**config.mk**
```make
export PLATFORM = sky130hd
export DESIGN_NAME = spi_desc_chain
export DESIGN_NICKNAME = d
export VERILOG_FILES = /design/src/rtl/spi_desc_chain_pkg.sv /design/src/rtl/spi_desc_chain_sync.sv /design/src/rtl/spi_desc_chain_regs.sv /design/src/rtl/spi_desc_chain_seq.sv /design/src/rtl/spi_desc_chain.sv
export SDC_FILE = /design/constraint.sdc
export NUM_CORES = 1
export LEC_CHECK = 0
export BUFFER_PORTS_ARGS = -buffer_cell sky130_fd_sc_hd__buf_2
export CAP_MARGIN = 0
export CORE_MARGIN = 3
export CORE_UTILIZATION = 50
export CTS_CLUSTER_SIZE = 10
export DETAILED_ROUTE_END_ITERATION = 6
export GPL_ROUTABILITY_DRIVEN = 0
export PLACE_DENSITY = 0.73
export SYNTH_ARGS = -nofsm -noshare
export SYNTH_HDL_FRONTEND = slang
export SYNTH_SLANG_ARGS = --single-unit
```
**constraint.sdc**
```tcl
create_clock -name clk -period 2.66 [get_ports clk]
set_clock_uncertainty 0.05 [all_clocks]
set_input_delay 0.133 -clock clk [delete_from_list [all_inputs] [get_ports clk]]
set_output_delay 0.133 -clock clk [all_outputs]
set_load 0.05 [all_outputs]
```
**src/rtl/spi_desc_chain_pkg.sv**
```systemverilog
package spi_desc_chain_pkg;
   localparam logic [5:0] OFS_SEM    = 6'h00;
   localparam logic [5:0] OFS_CFG    = 6'h04;
   localparam logic [5:0] OFS_BASE_L = 6'h20;
   localparam logic [5:0] OFS_BASE_H = 6'h24;
   localparam logic [5:0] OFS_CUR_L  = 6'h28;
   localparam logic [5:0] OFS_CUR_H  = 6'h2C;
   localparam logic [5:0] OFS_STS    = 6'h30;
   localparam logic [5:0] OFS_ENA    = 6'h34;

   localparam int STS_W       = 12;
   localparam int BIT_DERR    = 8;
   localparam int BIT_IDLE    = 9;
   localparam int BIT_ONE     = 10;
   localparam int BIT_CHAIN   = 11;
   localparam int BIT_LAST    = 30;
   localparam int BIT_GO      = 31;
   localparam int BIT_TRIG_R  = 6;
   localparam int BIT_TRIG_F  = 7;

   localparam int ENTRY_WORDS = 6;
   localparam int ENTRY_BYTES = 24;

   typedef enum logic [1:0] {
      SQ_IDLE,
      SQ_FETCH,
      SQ_LAUNCH,
      SQ_WAIT
   } seq_state_e;

   typedef struct packed {
      logic [31:0] start_w;
      logic [31:0] bus_w;
      logic [63:0] tx_addr;
      logic [63:0] rx_addr;
   } entry_t;
endpackage

```
**src/rtl/spi_desc_chain_sync.sv**
```systemverilog
module spi_desc_chain_sync #(
   parameter int STAGES = 2
) (
   input  logic clk,
   input  logic rst_n,
   input  logic async_in,
   output logic rise,
   output logic fall
);
   if (STAGES < 1) begin : g_bad_stages
      $error("STAGES must be at least 1");
   end

   logic [STAGES-1:0] chain_q;
   logic              prev_q;

   if (STAGES == 1) begin : g_one
      always_ff @(posedge clk or negedge rst_n) begin
         if (!rst_n) chain_q <= '0;
         else        chain_q <= async_in;
      end
   end else begin : g_many
      always_ff @(posedge clk or negedge rst_n) begin
         if (!rst_n) chain_q <= '0;
         else        chain_q <= {chain_q[STAGES-2:0], async_in};
      end
   end

   always_ff @(posedge clk or negedge rst_n) begin
      if (!rst_n) prev_q <= 1'b0;
      else        prev_q <= chain_q[STAGES-1];
   end

   assign rise = chain_q[STAGES-1] & ~prev_q;
   assign fall = ~chain_q[STAGES-1] & prev_q;

   assert_edge_pulse_R5: assert property (@(posedge clk) disable iff (!rst_n)
      (rise || fall) |=> !(rise || fall));
endmodule

```
**src/rtl/spi_desc_chain_regs.sv**
```systemverilog
module spi_desc_chain_regs
   import spi_desc_chain_pkg::*;
#(
   parameter int ADDR_W = 40
) (
   input  logic              clk,
   input  logic              rst_n,
   input  logic              reg_wr,
   input  logic [5:0]        reg_addr,
   input  logic [31:0]       reg_wdata,
   output logic [31:0]       reg_rdata,
   input  logic              busy,
   input  logic [ADDR_W-1:0] cur_addr,
   input  logic [STS_W-1:0]  set_vec,
   output logic [31:0]       cfg_q,
   output logic [ADDR_W-1:0] base_addr,
   output logic [ADDR_W-1:0] go_base,
   output logic              go_sw,
   output logic              abort_sw,
   output logic              irq
);
   localparam int HI_W = ADDR_W - 32;

   logic             sem_q;
   logic [31:0]      lo_q;
   logic [30:0]      hi_q;
   logic [STS_W-1:0] sts_q;
   logic [STS_W-1:0] ena_q;
   logic [STS_W-1:0] clr_vec;
   logic [63:0]      cur_ext;
   logic             hi_wr;

   assign hi_wr    = reg_wr && (reg_addr == OFS_BASE_H);
   assign go_sw    = hi_wr && reg_wdata[BIT_GO] && !busy;
   assign abort_sw = hi_wr && (reg_wdata == 32'd0) && busy;
   assign go_base  = {reg_wdata[HI_W-1:0], lo_q};
   assign base_addr = {hi_q[HI_W-1:0], lo_q};
   assign clr_vec  = (reg_wr && reg_addr == OFS_STS) ? reg_wdata[STS_W-1:0] : '0;
   assign cur_ext  = 64'(cur_addr);

   always_ff @(posedge clk or negedge rst_n) begin
      if (!rst_n) begin
         sem_q <= 1'b1;
         cfg_q <= '0;
         lo_q  <= '0;
         hi_q  <= '0;
         ena_q <= '0;
      end else if (reg_wr) begin
         case (reg_addr)
            OFS_SEM:    sem_q <= reg_wdata[0];
            OFS_CFG:    cfg_q <= reg_wdata;
            OFS_BASE_L: lo_q  <= reg_wdata;
            OFS_BASE_H: hi_q  <= reg_wdata[30:0];
            OFS_ENA:    ena_q <= reg_wdata[STS_W-1:0];
            default:    ;
         endcase
      end
   end

   always_ff @(posedge clk or negedge rst_n) begin
      if (!rst_n) sts_q <= '0;
      else        sts_q <= (sts_q & ~clr_vec) | set_vec;
   end

   assign irq = |(sts_q & ena_q);

   always_comb begin
      reg_rdata = '0;
      case (reg_addr)
         OFS_SEM:    reg_rdata = {31'd0, sem_q};
         OFS_CFG:    reg_rdata = cfg_q;
         OFS_BASE_L: reg_rdata = lo_q;
         OFS_BASE_H: reg_rdata = {busy, hi_q};
         OFS_CUR_L:  reg_rdata = cur_ext[31:0];
         OFS_CUR_H:  reg_rdata = cur_ext[63:32];
         OFS_STS:    reg_rdata = 32'(sts_q);
         OFS_ENA:    reg_rdata = 32'(ena_q);
         default:    reg_rdata = '0;
      endcase
   end

   assert_w1c_R8: assert property (@(posedge clk) disable iff (!rst_n)
      (reg_wr && reg_addr == OFS_STS && set_vec == '0)
      |=> ((sts_q & $past(reg_wdata[STS_W-1:0])) == '0));

   assert_set_wins_R8: assert property (@(posedge clk) disable iff (!rst_n)
      (set_vec != '0) |=> ((sts_q & $past(set_vec)) == $past(set_vec)));

   assert_sem_store_R10: assert property (@(posedge clk) disable iff (!rst_n)
      (reg_wr && reg_addr == OFS_SEM) |=> (sem_q == $past(reg_wdata[0])));
endmodule

```
**src/rtl/spi_desc_chain_seq.sv**
```systemverilog
module spi_desc_chain_seq
   import spi_desc_chain_pkg::*;
#(
   parameter int ADDR_W = 40
) (
   input  logic              clk,
   input  logic              rst_n,
   input  logic              go,
   input  logic [ADDR_W-1:0] go_addr,
   input  logic              abort,
   output logic              mem_req,
   output logic [ADDR_W-1:0] mem_addr,
   input  logic              mem_ack,
   input  logic [31:0]       mem_rdata,
   input  logic              mem_err,
   output logic              eng_start,
   output entry_t            eng_entry,
   input  logic              eng_done,
   output logic              eng_abort,
   output logic              busy,
   output logic [ADDR_W-1:0] cur_addr,
   output logic              ev_derr,
   output logic              ev_one,
   output logic              ev_chain,
   output logic              ev_idle
);
   localparam int IDX_W = $clog2(ENTRY_WORDS);

   seq_state_e        state_q;
   logic [IDX_W-1:0]  idx_q;
   logic [ADDR_W-1:0] cur_q;
   logic [31:0]       wd_q [ENTRY_WORDS];
   logic              abort_q;
   logic              last_ent;

   assign busy      = (state_q != SQ_IDLE);
   assign mem_req   = (state_q == SQ_FETCH);
   assign mem_addr  = cur_q + ADDR_W'({idx_q, 2'b00});
   assign eng_start = (state_q == SQ_LAUNCH);
   assign eng_abort = abort_q;
   assign cur_addr  = cur_q;
   assign last_ent  = wd_q[0][BIT_LAST];

   assign eng_entry.start_w = wd_q[0];
   assign eng_entry.bus_w   = wd_q[1];
   assign eng_entry.tx_addr = {wd_q[3], wd_q[2]};
   assign eng_entry.rx_addr = {wd_q[5], wd_q[4]};

   assign ev_derr  = (state_q == SQ_FETCH) && mem_ack && mem_err && !abort;
   assign ev_one   = (state_q == SQ_WAIT) && eng_done && !abort;
   assign ev_chain = ev_one && last_ent;
   assign ev_idle  = ev_chain || ev_derr || (abort && busy);

   always_ff @(posedge clk or negedge rst_n) begin
      if (!rst_n) abort_q <= 1'b0;
      else        abort_q <= abort && busy;
   end

   always_ff @(posedge clk or negedge rst_n) begin
      if (!rst_n) begin
         state_q <= SQ_IDLE;
         idx_q   <= '0;
         cur_q   <= '0;
         for (int k = 0; k < ENTRY_WORDS; k++) wd_q[k] <= '0;
      end else if (abort && busy) begin
         state_q <= SQ_IDLE;
      end else begin
         case (state_q)
            SQ_IDLE: begin
               if (go) begin
                  cur_q   <= go_addr;
                  idx_q   <= '0;
                  state_q <= SQ_FETCH;
               end
            end
            SQ_FETCH: begin
               if (mem_ack) begin
                  if (mem_err) begin
                     state_q <= SQ_IDLE;
                  end else begin
                     for (int k = 0; k < ENTRY_WORDS; k++)
                        if (idx_q == IDX_W'(k)) wd_q[k] <= mem_rdata;
                     if (idx_q == IDX_W'(ENTRY_WORDS - 1)) state_q <= SQ_LAUNCH;
                     else idx_q <= idx_q + 1'b1;
                  end
               end
            end
            SQ_LAUNCH: state_q <= SQ_WAIT;
            SQ_WAIT: begin
               if (eng_done) begin
                  if (last_ent) begin
                     state_q <= SQ_IDLE;
                  end else begin
                     cur_q   <= cur_q + ADDR_W'(ENTRY_BYTES);
                     idx_q   <= '0;
                     state_q <= SQ_FETCH;
                  end
               end
            end
            default: state_q <= SQ_IDLE;
         endcase
      end
   end

   assert_req_hold_R1: assert property (@(posedge clk) disable iff (!rst_n)
      (mem_req && !mem_ack && !abort) |=> (mem_req && $stable(mem_addr)));

   assert_launch_pulse_R1: assert property (@(posedge clk) disable iff (!rst_n)
      eng_start |=> !eng_start);

   assert_last_idle_R3: assert property (@(posedge clk) disable iff (!rst_n)
      (state_q == SQ_WAIT && eng_done && last_ent && !abort) |=> !busy);

   assert_abort_quiet_R6: assert property (@(posedge clk) disable iff (!rst_n)
      (abort && busy) |=> (!mem_req && !eng_start && eng_abort));

   assert_err_halt_R7: assert property (@(posedge clk) disable iff (!rst_n)
      (mem_req && mem_ack && mem_err) |=> (!mem_req && !eng_start));
endmodule

```
**src/rtl/spi_desc_chain.sv**
```systemverilog
module spi_desc_chain
   import spi_desc_chain_pkg::*;
#(
   parameter int ADDR_W      = 40,
   parameter int SYNC_STAGES = 2
) (
   input  logic              clk,
   input  logic              rst_n,
   input  logic              reg_wr,
   input  logic [5:0]        reg_addr,
   input  logic [31:0]       reg_wdata,
   output logic [31:0]       reg_rdata,
   output logic              mem_req,
   output logic [ADDR_W-1:0] mem_addr,
   input  logic              mem_ack,
   input  logic [31:0]       mem_rdata,
   input  logic              mem_err,
   output logic              eng_start,
   output logic [31:0]       eng_start_word,
   output logic [31:0]       eng_bus_word,
   output logic [63:0]       eng_tx_addr,
   output logic [63:0]       eng_rx_addr,
   input  logic              eng_done,
   output logic              eng_abort,
   input  logic [7:0]        chan_evt,
   input  logic              sync_in,
   output logic              irq
);
   if (ADDR_W < 33 || ADDR_W > 63) begin : g_bad_addr_w
      $error("ADDR_W must lie in 33..63");
   end

   logic              busy, go_sw, abort_sw, go, trig_go;
   logic              s_rise, s_fall;
   logic              ev_derr, ev_one, ev_chain, ev_idle;
   logic [31:0]       cfg_q;
   logic [ADDR_W-1:0] base_addr, go_base, start_addr, cur_addr;
   logic [STS_W-1:0]  set_vec;
   entry_t            entry;

   assign set_vec = {ev_chain, ev_one, ev_idle, ev_derr, chan_evt};
   assign trig_go = !busy && ((cfg_q[BIT_TRIG_R] && s_rise) ||
                              (cfg_q[BIT_TRIG_F] && s_fall));
   assign go         = go_sw || trig_go;
   assign start_addr = go_sw ? go_base : base_addr;

   assign eng_start_word = entry.start_w;
   assign eng_bus_word   = entry.bus_w;
   assign eng_tx_addr    = entry.tx_addr;
   assign eng_rx_addr    = entry.rx_addr;

   spi_desc_chain_sync #(.STAGES(SYNC_STAGES)) u_sync (
      .clk(clk), .rst_n(rst_n), .async_in(sync_in), .rise(s_rise), .fall(s_fall)
   );

   spi_desc_chain_regs #(.ADDR_W(ADDR_W)) u_regs (
      .clk(clk), .rst_n(rst_n), .reg_wr(reg_wr), .reg_addr(reg_addr),
      .reg_wdata(reg_wdata), .reg_rdata(reg_rdata), .busy(busy),
      .cur_addr(cur_addr), .set_vec(set_vec), .cfg_q(cfg_q),
      .base_addr(base_addr), .go_base(go_base), .go_sw(go_sw),
      .abort_sw(abort_sw), .irq(irq)
   );

   spi_desc_chain_seq #(.ADDR_W(ADDR_W)) u_seq (
      .clk(clk), .rst_n(rst_n), .go(go), .go_addr(start_addr), .abort(abort_sw),
      .mem_req(mem_req), .mem_addr(mem_addr), .mem_ack(mem_ack),
      .mem_rdata(mem_rdata), .mem_err(mem_err), .eng_start(eng_start),
      .eng_entry(entry), .eng_done(eng_done), .eng_abort(eng_abort),
      .busy(busy), .cur_addr(cur_addr), .ev_derr(ev_derr), .ev_one(ev_one),
      .ev_chain(ev_chain), .ev_idle(ev_idle)
   );

   assert_trig_idle_R5: assert property (@(posedge clk) disable iff (!rst_n)
      (busy && (s_rise || s_fall) && !go_sw) |=> $stable(cur_addr) || !busy);
endmodule

```
==> flow_metrics.env <==
export IMPL_status="finished with violations"
export IMPL_violations="DRC, setup timing"
export IMPL_fp_dieH_um=191
export IMPL_register_area_um2=9050
export IMPL_drcViolationCount=7
export IMPL_antenna_found_initial=2
export IMPL_route_met2_wl_um=27200
export IMPL_path_common_cell="buf_4"
export IMPL_track_usage_pct=29.9
export IMPL_ys_seq_elements=361
export IMPL_fin_nets=2007
export IMPL_drt_iter0_drc=1240
export IMPL_ys_seq_area_share_pct=52.5
export IMPL_drive_above_1_share_pct=50.4
export IMPL_period_share_pct=108
export IMPL_start_kind="flop"
export IMPL_ir_drop_mv=0.942
export IMPL_critPathKind="flop to output port"
export IMPL_grt_pass1_vias=14300
export IMPL_htreeDepth=2
export IMPL_async_reset_ff_share_pct=100
export IMPL_crit_slowest_cell="dfrtp_2"
export IMPL_portBuffers=352
export IMPL_hold_viol_final=0
export IMPL_rr_worst_depth=8
export IMPL_critPathBufInv=3
export IMPL_core_um2=33700
export IMPL_min_path_type="input port to flop"
export IMPL_arrival_ns=2.68
export IMPL_netlist_instances=1377
export IMPL_clk_path_buf_depth=3
export IMPL_synth_distinct_cells=66
export IMPL_cp_top_family="simple AND/OR/NAND/NOR gates"
export IMPL_dr_wl_met3_um=5850
export IMPL_p_leak_nw=11.4
export IMPL_die_area_um2=36700
export IMPL_finalSetupViolCount=22
export IMPL_cap_viol_max_count=0
export IMPL_ios=353
export IMPL_synth_edf_count=0
export IMPL_cts_root_buf="clkbuf_16"
export IMPL_fillers=2297
export IMPL_cp_depth=8
export IMPL_viasPerCell=6.06
export IMPL_cp_required_ns=2.48
export IMPL_grt_pass1_wl_um=85000
export IMPL_clkSinkCount=361
export IMPL_insertion_delay_ns=0.54
export IMPL_crit_chain="buf_4 -> buf_4 -> nand4_1 -> nor4_4 -> nand3_1 -> nor2_4 -> xor2_4 -> buf_6"
export IMPL_syn_avg_cell_area_um2=12.5
export IMPL_worst_pin_slew_ns=0.710
export IMPL_grt_max_degree=85
export IMPL_syn_cell_area_um2=17200
export IMPL_rsz0062_at_grt="yes"
export IMPL_avgRoutedWirePerCell_um=24.4
export IMPL_drt_pass1_iterations=7
export IMPL_vias=14400
export IMPL_max_clock_freq_ghz=0.349
export IMPL_cp_end_kind="output port"
export IMPL_syn_to_final_growth_pct=36.0
export IMPL_ant_nets=0
export IMPL_slew_viol_final=0
export IMPL_yosysWarnings=0
export IMPL_finalWorstSetupSlack_ns=-0.202
export IMPL_cp_slowest_stage_delay_ns=0.38
export IMPL_hold_depth=3
export IMPL_path_clk_slew_ns=0.06
export IMPL_dp_hpwl_um=38900
export IMPL_die_x_um=191
export IMPL_instances_no_fill=2373
export IMPL_dp_cells=2188
export IMPL_multiInputGateArea_um2=8290
export IMPL_synth_nets=1477
export IMPL_start_util_pct=51.0
export IMPL_fin_area_um2=23400
export IMPL_power_density_nw_per_um2=1270
export IMPL_rows=67
export IMPL_cts_tree="built"
export IMPL_top_layer_used="met4"
export IMPL_ys_flop_type="dfrtp_1"
export IMPL_postPlaceCellArea_um2=20200
export IMPL_cts_inserted_buffers=43
export IMPL_gr_total_overflow=0
export IMPL_worst_path_max_fanout=6
export IMPL_met1_length_um=22100
export IMPL_slew_headroom_pct=52.2
export IMPL_period_minus_slack_ns=2.86
export IMPL_wl_um=57900
==> repair_timing <==
| item | 4_1_cts | 5_1_grt |
|---|---|---|
| gates cloned | 0 | 3 |
| setup endpoints to repair | 204 | 148 |
| pin swaps | 20 | 42 |
| gates resized for setup | 104 | 72 |
| hold endpoints to repair | 419 | 0 |
| buffers inserted | 18 | 17 |
| hold buffers | 85 | 0 |
==> stage by stage <==
| stage | worst slack, ns | total power [mW] | utilization, % | hold slack (ns) | setup TNS, ns |
|---|---|---|---|---|---|
| after floorplan | 0.0136 | 18.8 | - | -0.213 | 0 |
| after global placement | -0.134 | 22.8 | 60.0 | 0.0628 | -15.58 |
| after detailed placement | -0.143 | 23.1 | 60.0 | 0.0663 | -17.40 |
| after CTS | -0.146 | 29.1 | 67.8 | 0.0531 | -1.04 |
| after global routing | -0.261 | 30.8 | 69.4 | 0.0798 | -4.07 |
| final | -0.202 | 29.6 | 69.4 | 0.0746 | -1.75 |
==> worst paths after layout <==
| check | startpoint | end | slack [ns] |
|---|---|---|---|
| worst max-delay path | u_seq.cur_addr[20] | mem_addr[34] | -0.20 |
| worst min-delay path | reg_addr[4] | u_regs.sem_q | 0.07 |
| worst min register to register | u_sync.chain_q[0] | u_sync.chain_q[1] | 0.31 |
| worst max register to register | u_seq.state_q[0] | u_seq.eng_entry[170] | 0.05 |
| max in group asynchronous | rst_n | u_seq.idx_q[1] | 1.54 |
| min in group asynchronous | rst_n | u_seq.eng_entry[48] | 0.13 |
==> area by class of cell <==
type / count / area share, %
clock buffers: 55 / 4.92
well taps: 448 / 2.40
multi-input cells: 899 / 35.4
inverters: 18 / 0.299
flip-flops and latches: 361 / 38.7
clock inverters: 6 / 0.396
repair buffers: 584 / 17.8
diodes: 2 / 0.0214
==> sequential cells by signal, indices dropped and copies added, names as in the netlist <==
signal / cells
u_regs.cfg_q: 32
u_seq.state_q: 2
u_seq.eng_abort: 1
u_regs.lo_q: 32
u_sync.chain_q: 2
u_regs.sts_q: 12
u_sync.prev_q: 1
u_seq.cur_addr: 40
u_regs.sem_q: 1
u_regs.ena_q: 12
u_regs.hi_q: 31
u_seq.eng_entry: 192
u_seq.idx_q: 3
==> layer usage <==
layer / GRT usage [%] / vias up
met5: 0 / -
met4: 12.4 / 0
met3: 7.06 / 218
met2: 48.4 / 887
met1: 38.7 / 7138
li1: - / 6131
==> synth_stat cells (all sizes together) (20+ instances only) <==
master	count	share of area, %
nand2	101	2.2
xnor2	20	1.0
o21ai	21	0.61
nor3	23	0.67
dfrtp	360	52
nor2	55	1.2
a222oi	27	1.6
nand3	40	1.2
buf	41	1.6
mux2	307	22
a21oi	33	0.96
clkbuf	58	1.3
==> cell families after synthesis <==
group	share of synthesized area, %
DFF	52.5
buffers and inverters	3.26
muxes	23.0
AOI/OAI and AO/OA	9.12
and+or+nand+nor	9.12
adders and majority gates	1.13
xor gates and xnor gates	1.83
==> report_power, final <==
part,internal (mW),switching (mW)
combinational,5.17,10.4
sequential,7.42,1.36
clock,3.12,2.21
total,15.7,13.9
==> tightest hold or removal path, delay by kind of cell <==
family,cells,cell delay (ns)
buffers and inverters,1,0.20
multiplexers,1,0.21
AND/OR/NAND/NOR,1,0.09
==> cells in the final DEF (no fill, tap or decap), drive strengths merged, types with 8 or more instances in the layout <==
cell	n
mux2i	16
a222oi	27
a22oi	15
nand2	101
nand4	18
dlygate4sd3	85
mux2	307
nand3	40
a21o	9
dfrtp	360
xnor2	20
a211oi	10
o22ai	15
nor2	55
buf	496
inv	19
clkbuf	58
and3	13
o21ai	21
nor3	23
ha	14
xor2	16
o31ai	8
a21oi	33
a2bb2oi	14
nor4	14
a31oi	16
(Power assumes the default switching activity.)
